File: src/rtl/seq_pkg.sv
package seq_pkg;

    typedef enum logic [1:0] {
        SEQ_OFF    = 2'd0,
        SEQ_RUN    = 2'd1,
        SEQ_HICCUP = 2'd2
    } seq_state_e;

    localparam int NUM_CH = 2;
    localparam int CH_SW  = 0;
    localparam int CH_LIN = 1;

endpackage

File: src/rtl/ss_ramp.sv
module ss_ramp #(
    parameter int CODE_W = 11,
    parameter int STEP   = 1
) (
    input  logic              clk,
    input  logic              rst_n,
    input  logic              run_i,
    input  logic              tick_i,
    output logic [CODE_W-1:0] code_o,
    output logic              done_o
);

    localparam logic [CODE_W:0]   FULL_EXT = {1'b0, {CODE_W{1'b1}}};
    localparam logic [CODE_W-1:0] FULL     = {CODE_W{1'b1}};
    localparam logic [CODE_W:0]   STEP_EXT = (CODE_W+1)'(STEP);

    typedef struct packed {
        logic [CODE_W-1:0] code;
    } ramp_regs_t;

    ramp_regs_t    regs_d, regs_q;
    logic [CODE_W:0] sum;

    always_comb begin
        regs_d = regs_q;
        sum    = {1'b0, regs_q.code} + STEP_EXT;
        if (!run_i) begin
            regs_d.code = '0;
        end else if (tick_i) begin
            if (sum > FULL_EXT) begin
                regs_d.code = FULL;
            end else begin
                regs_d.code = sum[CODE_W-1:0];
            end
        end
    end

    always_ff @(posedge clk or negedge rst_n) begin
        if (!rst_n) begin
            regs_q <= '0;
        end else begin
            regs_q <= regs_d;
        end
    end

    assign code_o = regs_q.code;
    assign done_o = (regs_q.code == FULL);

endmodule

File: src/rtl/fault_qualifier.sv
module fault_qualifier #(
    parameter int QUAL_TICKS = 16
) (
    input  logic clk,
    input  logic rst_n,
    input  logic arm_i,
    input  logic flag_i,
    input  logic tick_i,
    output logic fault_o
);

    localparam int CNT_W = (QUAL_TICKS > 1) ? $clog2(QUAL_TICKS + 1) : 1;
    localparam logic [CNT_W-1:0] LIMIT = CNT_W'(QUAL_TICKS);

    typedef struct packed {
        logic [CNT_W-1:0] cnt;
    } qual_regs_t;

    qual_regs_t regs_d, regs_q;

    always_comb begin
        regs_d = regs_q;
        if (!arm_i || !flag_i) begin
            regs_d.cnt = '0;
        end else if (tick_i && (regs_q.cnt < LIMIT)) begin
            regs_d.cnt = regs_q.cnt + 1'b1;
        end
    end

    always_ff @(posedge clk or negedge rst_n) begin
        if (!rst_n) begin
            regs_q <= '0;
        end else begin
            regs_q <= regs_d;
        end
    end

    assign fault_o = arm_i && (regs_q.cnt == LIMIT);

endmodule

File: src/rtl/hiccup_timer.sv
module hiccup_timer #(
    parameter int HICCUP_TICKS = 2048
) (
    input  logic clk,
    input  logic rst_n,
    input  logic active_i,
    input  logic tick_i,
    output logic expire_o
);

    localparam int CNT_W = (HICCUP_TICKS > 1) ? $clog2(HICCUP_TICKS) : 1;
    localparam logic [CNT_W-1:0] LAST = CNT_W'(HICCUP_TICKS - 1);

    typedef struct packed {
        logic [CNT_W-1:0] cnt;
    } tmr_regs_t;

    tmr_regs_t regs_d, regs_q;

    always_comb begin
        regs_d = regs_q;
        if (!active_i) begin
            regs_d.cnt = '0;
        end else if (tick_i && (regs_q.cnt != LAST)) begin
            regs_d.cnt = regs_q.cnt + 1'b1;
        end
    end

    always_ff @(posedge clk or negedge rst_n) begin
        if (!rst_n) begin
            regs_q <= '0;
        end else begin
            regs_q <= regs_d;
        end
    end

    assign expire_o = active_i && tick_i && (regs_q.cnt == LAST);

endmodule

File: src/rtl/dualrail_startup_seq.sv
module dualrail_startup_seq
    import seq_pkg::*;
#(
    parameter int CODE_W       = 11,
    parameter int SW_STEP      = 1,
    parameter int LIN_STEP     = 1,
    parameter int QUAL_TICKS   = 16,
    parameter int HICCUP_TICKS = 2048
) (
    input  logic              clk,
    input  logic              rst_n,
    input  logic              supply_uv_i,
    input  logic              shutdown_req_i,
    input  logic              sw_overcurrent_i,
    input  logic              lin_fb_low_i,
    input  logic              cycle_tick_i,
    output logic [CODE_W-1:0] sw_ss_code_o,
    output logic [CODE_W-1:0] lin_ss_code_o,
    output logic              sw_ss_done_o,
    output logic              lin_ss_done_o,
    output logic              sw_drv_en_o,
    output logic              lin_out_en_o,
    output logic              hiccup_o
);

    typedef struct packed {
        seq_state_e state;
    } seq_regs_t;

    seq_regs_t         regs_d, regs_q;
    logic [CODE_W-1:0] ss_code [NUM_CH];
    logic [NUM_CH-1:0] ss_done;
    logic              force_off;
    logic              lin_fault;
    logic              hic_expire;
    logic              run_next;

    // Priority: supply loss / shutdown, then faults, then normal run.
    always_comb begin
        regs_d    = regs_q;
        force_off = supply_uv_i || shutdown_req_i;
        if (force_off) begin
            regs_d.state = SEQ_OFF;
        end else begin
            unique case (regs_q.state)
                SEQ_OFF: begin
                    regs_d.state = SEQ_RUN;
                end
                SEQ_RUN: begin
                    if (sw_overcurrent_i || lin_fault) begin
                        regs_d.state = SEQ_HICCUP;
                    end
                end
                SEQ_HICCUP: begin
                    if (hic_expire) begin
                        regs_d.state = SEQ_RUN;
                    end
                end
                default: begin
                    regs_d.state = SEQ_OFF;
                end
            endcase
        end
    end

    always_ff @(posedge clk or negedge rst_n) begin
        if (!rst_n) begin
            regs_q.state <= SEQ_OFF;
        end else begin
            regs_q <= regs_d;
        end
    end

    assign run_next = (regs_d.state == SEQ_RUN);

    // One independent ramp per channel, each with its own step size.
    for (genvar ch = 0; ch < NUM_CH; ch++) begin : g_ramp
        localparam int STEP = (ch == CH_SW) ? SW_STEP : LIN_STEP;
        ss_ramp #(
            .CODE_W (CODE_W),
            .STEP   (STEP)
        ) u_ramp (
            .clk    (clk),
            .rst_n  (rst_n),
            .run_i  (run_next),
            .tick_i (cycle_tick_i),
            .code_o (ss_code[ch]),
            .done_o (ss_done[ch])
        );
    end

    // Linear feedback-low watch is armed only after its ramp has finished.
    fault_qualifier #(
        .QUAL_TICKS (QUAL_TICKS)
    ) u_lin_qual (
        .clk     (clk),
        .rst_n   (rst_n),
        .arm_i   ((regs_q.state == SEQ_RUN) && ss_done[CH_LIN]),
        .flag_i  (lin_fb_low_i),
        .tick_i  (cycle_tick_i),
        .fault_o (lin_fault)
    );

    hiccup_timer #(
        .HICCUP_TICKS (HICCUP_TICKS)
    ) u_hic_tmr (
        .clk      (clk),
        .rst_n    (rst_n),
        .active_i (regs_q.state == SEQ_HICCUP),
        .tick_i   (cycle_tick_i),
        .expire_o (hic_expire)
    );

    assign sw_ss_code_o  = ss_code[CH_SW];
    assign lin_ss_code_o = ss_code[CH_LIN];
    assign sw_ss_done_o  = ss_done[CH_SW];
    assign lin_ss_done_o = ss_done[CH_LIN];
    assign sw_drv_en_o   = (regs_q.state == SEQ_RUN);
    assign lin_out_en_o  = (regs_q.state == SEQ_RUN);
    assign hiccup_o      = (regs_q.state == SEQ_HICCUP);

endmodule

File: config.mk
export PLATFORM = sky130hd
export DESIGN_NAME = dualrail_startup_seq
export DESIGN_NICKNAME = d
export VERILOG_FILES = /design/src/rtl/seq_pkg.sv /design/src/rtl/ss_ramp.sv /design/src/rtl/fault_qualifier.sv /design/src/rtl/hiccup_timer.sv /design/src/rtl/dualrail_startup_seq.sv
export SDC_FILE = /design/constraint.sdc
export NUM_CORES = 1
export LEC_CHECK = 0
export BUFFER_PORTS_ARGS = -buffer_cell sky130_fd_sc_hd__buf_4
export CAP_MARGIN = 10
export CORE_AREA = 4 4 70 72
export CTS_CLUSTER_DIAMETER = 30
export DETAILED_ROUTE_END_ITERATION = 6
export DIE_AREA = 0 0 74 76
export HOLD_SLACK_MARGIN = 0.03
export PLACE_DENSITY = 0.77
export SKIP_CTS_REPAIR_TIMING = 1
export SLEW_MARGIN = 20
export SYNTH_ARGS = -nofsm -noshare
export SYNTH_HDL_FRONTEND = slang
export SYNTH_SLANG_ARGS = --single-unit
File: constraint.sdc
create_clock -name clk -period 2.3 [get_ports clk]
set_clock_uncertainty 0.1 [all_clocks]
set_input_delay 0.345 -clock clk [delete_from_list [all_inputs] [get_ports clk]]
set_output_delay 0.345 -clock clk [all_outputs]
set_load 0.1 [all_outputs]
Word level (Yosys, flattened, before mapping)
Index checks and enable logic that the tools add are counted.
Storage, ports and cells
  output and inout port bits: 27
  flip-flop bits (word level): 40
Cells by class
  order comparisons: 3
  mux-type cells: 14
  add/sub/neg operators: 4
  reduce and logical (&&, ||, !) cells: 13
  equal/unequal tests: 10
Operator list (count)
  11-bit two-way mux: 8
  11-bit == test, second input constant: 3
  11-bit by 1-bit adder with 12-bit output, second input constant: 2
  12-bit by 11-bit > comparator with 1-bit output, second input constant: 2
  11-bit by 1-bit adder with 11-bit output, second input constant: 1
  11-bit != test, second input constant: 1
  5-bit two-way mux: 2
  1-bit logical AND: 6
  2-bit two-way mux: 3
  2-bit case mux with 3 select lines: 1
  5-bit by 1-bit adder with 5-bit output, second input constant: 1
  5-bit == test, second input constant: 1
  5-bit < comparator, second input constant: 1
  2-bit by 1-bit == test with 1-bit output, second input constant: 2
  2-bit != test, second input constant: 2
  1-bit logical OR: 3
  2-bit == test, second input constant: 1
  1-bit logical NOT: 2
  2-bit logical NOT: 1
  2-bit nonzero test: 1

Logic depth before layout (Yosys ltp)
Gate-level depths: netlist (run 1).
  depth after elaboration: 9
  depth in mapped cells: 7
  gate-level depth less buffers: 6

Hierarchy
Synthesis (run 1) repeated with hierarchy kept, for this count alone.
Second synthesis, totals
  cell total of the unflattened synthesis: 231
  area, all modules: 2351.0 µm²
By module, submodules not included
  ss_ramp: cells each 60, instances 2, area an instance 635.6 µm²
  hiccup_timer: cells each 68, instances 1, area an instance 676.9 µm²
  fault_qualifier: cells each 28, instances 1, area an instance 272.8 µm²
  dualrail_startup_seq: cells each 15, instances 1, area an instance 130.1 µm²

Least setup slack after synthesis (run 1)
Ideal clock, no wire load.
  path type: reg2out
  from: register g_ramp[1].u_ramp.regs_q[2]
  to: output lin_ss_done_o
  cell stages (with the launch flop): 5
  arrival: 2.509 ns
  path buffers: 1
  slack: -0.654 ns
  cells stage by stage: dfrtp_1 > and4_1 > clkbuf_1 > and3_1 > and2_1
Between the ends
  longest elaborated chain between the ends: 1
Ends and longest elaborated chain
  from (decl): RTL line ss_ramp.sv:21  | ramp_regs_t regs_d, regs_q;
  from (signal assigned): RTL line ss_ramp.sv:42  | regs_q <= regs_d;
  11-bit == test: RTL line ss_ramp.sv:47  | assign done_o = (regs_q.code == FULL);
  to (decl): RTL line dualrail_startup_seq.sv:20  | output logic lin_ss_done_o,
No other way between the ends.

Final worst setup path (run 1)
Ends and elaborated chain as after synthesis.

==> flow_metrics.py, run 1 <==
metrics = {
    "global_route": {
        "grt_overflow_total": 0,
        "grt_usage_pct": 18.71,
        "grt_start_max_net_pins": 41,
        "wire_length_of_the_first_global_routing_pass_mm": 8.362,
        "via_count_of_the_first_global_routing_pass": 1750,
        "grt_antenna_before_repair": 0,
    },
    "die": {
        "chipHeight_um": 76,
        "chipWidth_um": 74,
        "die_area_um2": 5624,
        "pin_count": 34,
        "effective_utilization_at_floorplan_pct": 54.49,
        "core_um2": 4294,
        "num_rows": 24,
    },
    "clocking": {
        "number_of_buffers_created_by_cts": 5,
        "cts_tree": "yes",
        "clock-root-buffer": "sky130_fd_sc_hd__clkbuf_8",
        "clock_sink_count": 40,
        "clockBufferDepth": 2,
        "clk_pin_slew_worst_paths_ns": 0.08,
        "htree_depth": 2,
        "clk_latency_ns": 0.30,
    },
    "yosys": {
        "proportion_of_synthesized_chip_area_in_sequential_cells_pct": 42.78,
        "yosys_warnings": 0,
        "synthesized_netlist_net_count": 253,
        "post_synthesis_cell_area_um2": 2340,
        "synth_cells": 239,
        "ys_ff_latch": 40,
        "number_of_distinct_standard_cells_referenced_by_the_synthesized_netlist": 45,
        "synth.avg_cell_area_um2": 9.790,
    },
    "layout": {
        "area_growth_syn_to_layout_pct": 17.81,
        "area_occupied_by_multi_input_gates_um2": 1256,
        "final_nets": 290,
        "post_route_cells_drive_above_1_share_pct": 31.41,
        "layout.cells.most_common_list": "sky130_fd_sc_hd__buf_4, sky130_fd_sc_hd__nor2_1, sky130_fd_sc_hd__dfrtp_1",
        "antenna_diode_count": 0,
        "ff_latch_area_um2": 1021,
        "layout_commonest_cell": "sky130_fd_sc_hd__buf_4",
        "finalCoreUtilization_pct": 64.19,
        "layout_fillers": 364,
    },
    "timing": {
        "worst_slew_pin_tran_ns": 0.4817,
        "timing.final.crit_period_ns": 2.189,
        "fin_setup_tns_ns": 0,
        "final_hold_vio_count": 0,
        "timing.slew.headroom_pct": 67.06,
        "timing.final.ws_setup_ns": 0.1115,
        "final.period_utilization_pct": 95.15,
        "final-max-slew-violation-count": 0,
        "setup_violations": 0,
        "rsz0062_at_grt": "no",
        "max_clock_freq_mhz": 456.9,
    },
    "route": {
        "route.detailed.vias_per_inst": 5.842,
        "detail_route.iter0.violations": 106,
        "dr_vias": 1922,
        "firstDrtPassIters": 4,
        "drc": 0,
        "route.final.wire_length_mm": 4.969,
        "antenna_left": 0,
        "wl_per_cell_um": 15.10,
    },
    "power": {
        "power_mw": 1.342,
        "power_per_cell_area_nw_per_um2": 486.9,
        "vdd_ir_drop_max_mv": 0.4000,
        "power_leakage_nw": 1.169,
    },
    "placed_design": {
        "routabilityCongestion": 0.7910,
        "portBuffers": 33,
        "dp.final_hpwl_mm": 3.471,
        "place_ws_ns": 0.2219,
    },
    "worst_setup_path": {
        "cp_startpoint_kind": "flop",
        "worst-endpoint-required_ns": 1.86,
        "cp_max_fo": 8,
        "crit_arrival_ns": 1.74,
        "criticalPathCategory": "flop to primary output",
        "cp-end-kind": "primary output",
    },
    "min_path": {
        "worst_hold_path_type": "primary input to flop",
    },
    "outcome": {
        "outcome": "finished, final reports clean",
    },
    "flow_run": {
        "maxCapViolCount": 0,
    },
}
-- area by class of cell --
type                       instances  share of cell area, %
tap                               52                  2.360
multi-input combinational        181                  45.57
sequential                        40                  37.04
inverter                           9                  1.226
clock inverter                     1                 0.1816
timing repair buffer              39                  10.85
clock buffer                       7                  2.769
-- per-stage QoR --
| stage | std cells | cell area (µm²) | hold WS (ns) |
|---|---|---|---|
| 5_1_grt | 329 | 2756 | 0.1249 |
| 3_3_place_gp | 320 | 2659 | 0.2574 |
| 2_1_floorplan | 239 | 2362 | -0.05059 |
| 6_report | 329 | 2756 | 0.1329 |
| 4_1_cts | 328 | 2740 | -0.06534 |
| 3_5_place_dp | 320 | 2659 | 0.2552 |
-- report_power, final --
group	internal [mW]	switching, mW
clock network	0.213	0.238
registers	0.710	0.0147
logic	0.0403	0.126
-- metal layers --
metal	share of wire, %	vias to the layer above	global-route usage, %
met5	0	-	0
met4	1.6	0	5.978
met3	4.5	8	5.145
met2	48	40	26.95
met1	46	928	27.08
li1	-	946	-
-- synth_stat cells, drive strengths merged --
cell type	count	area share, %
nor3	14	4.5
nand3	16	3.4
nand2	14	2.2
inv	9	1.4
buf	4	1.5
nand2b	2	0.53
nor3b	1	0.32
nor2	31	5.0
and3	10	2.7
a21oi	16	3.4
nand4	6	2.2
and4b	1	0.43
a41oi	4	1.5
o21ai	5	1.1
or3	3	0.80
o2111ai	1	0.37
dfrtp	40	43
nor4	1	0.27
a31oi	4	1.1
a211oi	9	4.8
o22a	1	0.43
o2111a	1	0.48
a41o	1	0.48
nor2b	2	0.53
a21boi	2	0.64
mux2i	2	0.86
ha	7	3.7
nor4bb	1	0.43
o41ai	2	2.4
clkbuf	5	0.80
a2111oi	1	0.37
a22oi	1	0.53
a31o	1	0.37
and2	6	1.6
a311oi	3	1.4
and4	4	1.6
xnor2	4	1.5
xor2	4	1.5
-- cell families (layout without fill, tap and decap cells) --
logic type	after synthesis	count (layout)	synth area share, %
buf+inv	18	56	3.743
flops	40	40	42.78
simple gates	112	112	26.58
fa+ha+maj	7	7	3.743
compound gates	52	52	19.30
xor+xnor	8	8	2.994
mux	2	2	0.8556
-- registers in the layout, indices dropped and copies added (netlist names) --
name / flops
regs_q: 2
u_hic_tmr.regs_q: 11
g_ramp.u_ramp.code_o: 22
u_lin_qual.regs_q: 5
-- critical path: stages (launching register included) --
cell and delay [ns]:
sky130_fd_sc_hd__dfrtp_2 0.43, sky130_fd_sc_hd__and4_2 0.33, sky130_fd_sc_hd__and3_1 0.29, sky130_fd_sc_hd__and2_2 0.18, sky130_fd_sc_hd__buf_6 0.22
-- path summary, 6_finish.rpt --
kind                                                        start                                      to  slack (ns)  cells past startpoint
setup / recovery           g_ramp[1].u_ramp.code_o[2]$_DFFE_PN0P_                           lin_ss_done_o        0.11                      4
hold / removal                                     shutdown_req_i                     regs_q[1]$_DFF_PN0_        0.13                      2
setup reg to reg                  u_hic_tmr.regs_q[0]$_DFFE_PN0P_  g_ramp[0].u_ramp.code_o[9]$_DFFE_PN0P_        0.23                      6
hold reg to reg            g_ramp[0].u_ramp.code_o[5]$_DFFE_PN0P_  g_ramp[0].u_ramp.code_o[5]$_DFFE_PN0P_        0.41                      1
max in group asynchronous                                   rst_n  g_ramp[1].u_ramp.code_o[3]$_DFFE_PN0P_        1.26                      2
min in group asynchronous                                   rst_n        u_lin_qual.regs_q[0]$_DFFE_PN0P_        0.46                      2
No activity file was read; power rests on OpenSTA's default activity.
==> run 2: changes to the inputs <==
--- a/config.mk
+++ b/config.mk
@@ -14,7 +14,8 @@
 export HOLD_SLACK_MARGIN = 0.03
 export PLACE_DENSITY = 0.77
 export SKIP_CTS_REPAIR_TIMING = 1
-export SLEW_MARGIN = 20
+export SLEW_MARGIN = 25
 export SYNTH_ARGS = -nofsm -noshare
 export SYNTH_HDL_FRONTEND = slang
 export SYNTH_SLANG_ARGS = --single-unit
+export TNS_END_PERCENT = 10
==> constraint.sdc (replaced) <==
create_clock -name clk -period 2.3 [get_ports clk]
set_clock_uncertainty 0.1 [all_clocks]
set_input_delay 0.115 -clock clk [delete_from_list [all_inputs] [get_ports clk]]
set_output_delay 0.115 -clock clk [all_outputs]
set_load 0.1 [all_outputs]
==> flow_metrics.py, run 2 (synthesis gave the netlist of run 1 again) <==
metrics = {
    "outcome": {
        "outcome": "finished, final reports clean",
    },
    "power": {
        "seq_power_share_pct": 49.6,
        "cell_internal_pwr_mw": 1.076,
        "comb_power_share_pct": 11.7,
        "power_per_cell_area_nw_per_um2": 524.2,
        "power_leakage_nw": 1.194,
        "power_mw": 1.461,
        "vdd_ir_drop_max_mv": 0.3649,
        "power_frac_clock_pct": 38.7,
        "power_switching_share_pct": 26.37,
        "netSwitchingPower_mw": 0.3854,
    },
    "clocking": {
        "number_of_buffers_created_by_cts": 5,
        "clock-root-buffer": "sky130_fd_sc_hd__clkbuf_8",
        "cts_tree": "yes",
        "htree_depth": 2,
        "clk_pin_slew_worst_paths_ns": 0.08,
        "clk_latency_ns": 0.29,
        "clockBufferDepth": 2,
        "clock_sink_count": 40,
    },
    "timing": {
        "setup_violations": 0,
        "worst_slew_pin_tran_ns": 0.4822,
        "timing.final.crit_period_ns": 2.053,
        "max_clock_freq_mhz": 487.1,
        "fin_setup_tns_ns": 0,
        "final_hold_vio_count": 0,
        "timing.slew.headroom_pct": 67.02,
        "rsz0062_at_grt": "no",
        "worst_hold_slack_ns": 0.1231,
        "final-max-slew-violation-count": 0,
        "timing.final.ws_setup_ns": 0.2471,
        "final.period_utilization_pct": 89.26,
    },
    "layout": {
        "finalCoreUtilization_pct": 64.92,
        "final_nets": 290,
        "layout.cells.most_common_list": "sky130_fd_sc_hd__buf_4, sky130_fd_sc_hd__nor2_1, sky130_fd_sc_hd__dfrtp_1",
        "finish.cell_count_without_fillers": 329,
        "largest_reg_flops": 22,
        "post_route_cells_drive_above_1_share_pct": 28.88,
        "layout_fillers": 366,
        "layout_commonest_cell": "sky130_fd_sc_hd__buf_4",
        "area_growth_syn_to_layout_pct": 19.14,
        "final_area_um2": 2788,
        "antenna_diode_count": 0,
    },
    "worst_setup_path": {
        "criticalPathCategory": "flop to primary output",
        "rr_worst_depth": 6,
        "r2r_start": "u_hic_tmr.regs_q[0]$_DFFE_PN0P_",
        "cp_startpoint_kind": "flop",
        "reg2reg_to": "g_ramp[0].u_ramp.code_o[9]$_DFFE_PN0P_",
        "cp_max_fo": 8,
        "r2r_setup_slack_ns": 0.35,
        "crit_arrival_ns": 1.84,
        "cp-end-kind": "primary output",
        "worst-endpoint-required_ns": 2.09,
    },
    "die": {
        "effective_utilization_at_floorplan_pct": 54.49,
        "die_area_um2": 5624,
        "num_rows": 24,
        "pin_count": 34,
        "chipHeight_um": 76,
        "core_um2": 4294,
        "chipWidth_um": 74,
    },
    "min_path": {
        "hold_depth": 3,
        "worst_hold_path_type": "primary input to flop",
        "hold_path_end": "g_ramp[1].u_ramp.code_o[0]$_DFFE_PN0P_",
        "worst_hold_startpoint": "cycle_tick_i",
    },
    "placed_design": {
        "postPlaceCellArea_um2": 2650,
        "post-place-cells": 318,
        "dp.final_hpwl_mm": 3.410,
        "routabilityCongestion": 0.8213,
        "place_ws_ns": 0.3290,
        "portBuffers": 33,
    },
    "global_route": {
        "grt_usage_pct": 19.63,
        "wire_length_of_the_first_global_routing_pass_mm": 8.845,
        "via_count_of_the_first_global_routing_pass": 1897,
        "grt_antenna_before_repair": 0,
        "grt_start_max_net_pins": 41,
        "grt_overflow_total": 0,
    },
    "route": {
        "drc": 0,
        "route.detailed.vias_per_inst": 5.824,
        "antenna_left": 0,
        "detail_route.iter0.violations": 61,
        "dr_vias": 1916,
        "wl_per_cell_um": 15.26,
        "firstDrtPassIters": 4,
        "route.final.wire_length_mm": 5.022,
    },
    "flow_run": {
        "maxCapViolCount": 0,
    },
}
[run 2: changes by cell type in the layout (fill, tap and decap cells not counted), sizes merged]
cell	before	now
bufinv	0	1
dlygate4sd3	1	3
buf	38	36
clkbuf	7	6
[run 2: final cells by class]
type	instances	area (µm²)	share of cell area, %
clock inverter	2	35.03	1.257
multi-input combinational	181	1254	44.97
tap	52	65.06	2.334
sequential	40	1015	36.40
inverter	9	33.78	1.212
timing repair buffer	39	312.8	11.22
clock buffer	6	72.57	2.603
[run 2: power groups by stage]
| stage | clock [mW] | combinational [mW] | sequential (mW) |
|---|---|---|---|
| after floorplan | 0 | 0.0861 | 0.770 |
| after global placement | 0 | 0.166 | 0.738 |
| after detailed placement | 0 | 0.168 | 0.738 |
| after CTS | 0.589 | 0.169 | 0.724 |
| after global routing | 0.607 | 0.183 | 0.726 |
| final | 0.566 | 0.171 | 0.725 |
[run 2: how the worst max path moves through the flow]
| stage | end | cells after the start | from | slack (ns) |
|---|---|---|---|---|
| 2_1_floorplan | sw_ss_done_o | 3 | g_ramp[0].u_ramp.code_o[8]$_DFFE_PN0P_ | 0.00004 |
| 3_3_place_gp | g_ramp[0].u_ramp.code_o[9]$_DFFE_PN0P_ | 6 | u_hic_tmr.regs_q[0]$_DFFE_PN0P_ | 0.39 |
| 3_5_place_dp | g_ramp[0].u_ramp.code_o[9]$_DFFE_PN0P_ | 6 | u_hic_tmr.regs_q[0]$_DFFE_PN0P_ | 0.33 |
| 4_1_cts | lin_ss_done_o | 4 | g_ramp[1].u_ramp.code_o[2]$_DFFE_PN0P_ | 0.23 |
| 5_1_grt | sw_ss_done_o | 4 | g_ramp[0].u_ramp.code_o[2]$_DFFE_PN0P_ | 0.1 |
| 6_report | lin_ss_done_o | 4 | g_ramp[1].u_ramp.code_o[2]$_DFFE_PN0P_ | 0.25 |
[run 2: worst max-delay path, stage by stage (launching register included)]
cell                      delay [ns]
sky130_fd_sc_hd__dfrtp_2        0.44
sky130_fd_sc_hd__and4_1         0.37
sky130_fd_sc_hd__and3_1         0.29
sky130_fd_sc_hd__and2_2         0.17
sky130_fd_sc_hd__buf_4          0.28
[run 2: metal layers]
metal / global-route usage, % / routed length (µm) / vias up
met5: 0 / 0 / -
met4: 6.522 / 68 / 0
met3: 3.694 / 146 / 7
met2: 29.79 / 2305 / 31
met1: 27.92 / 2502 / 925
li1: - / - / 953
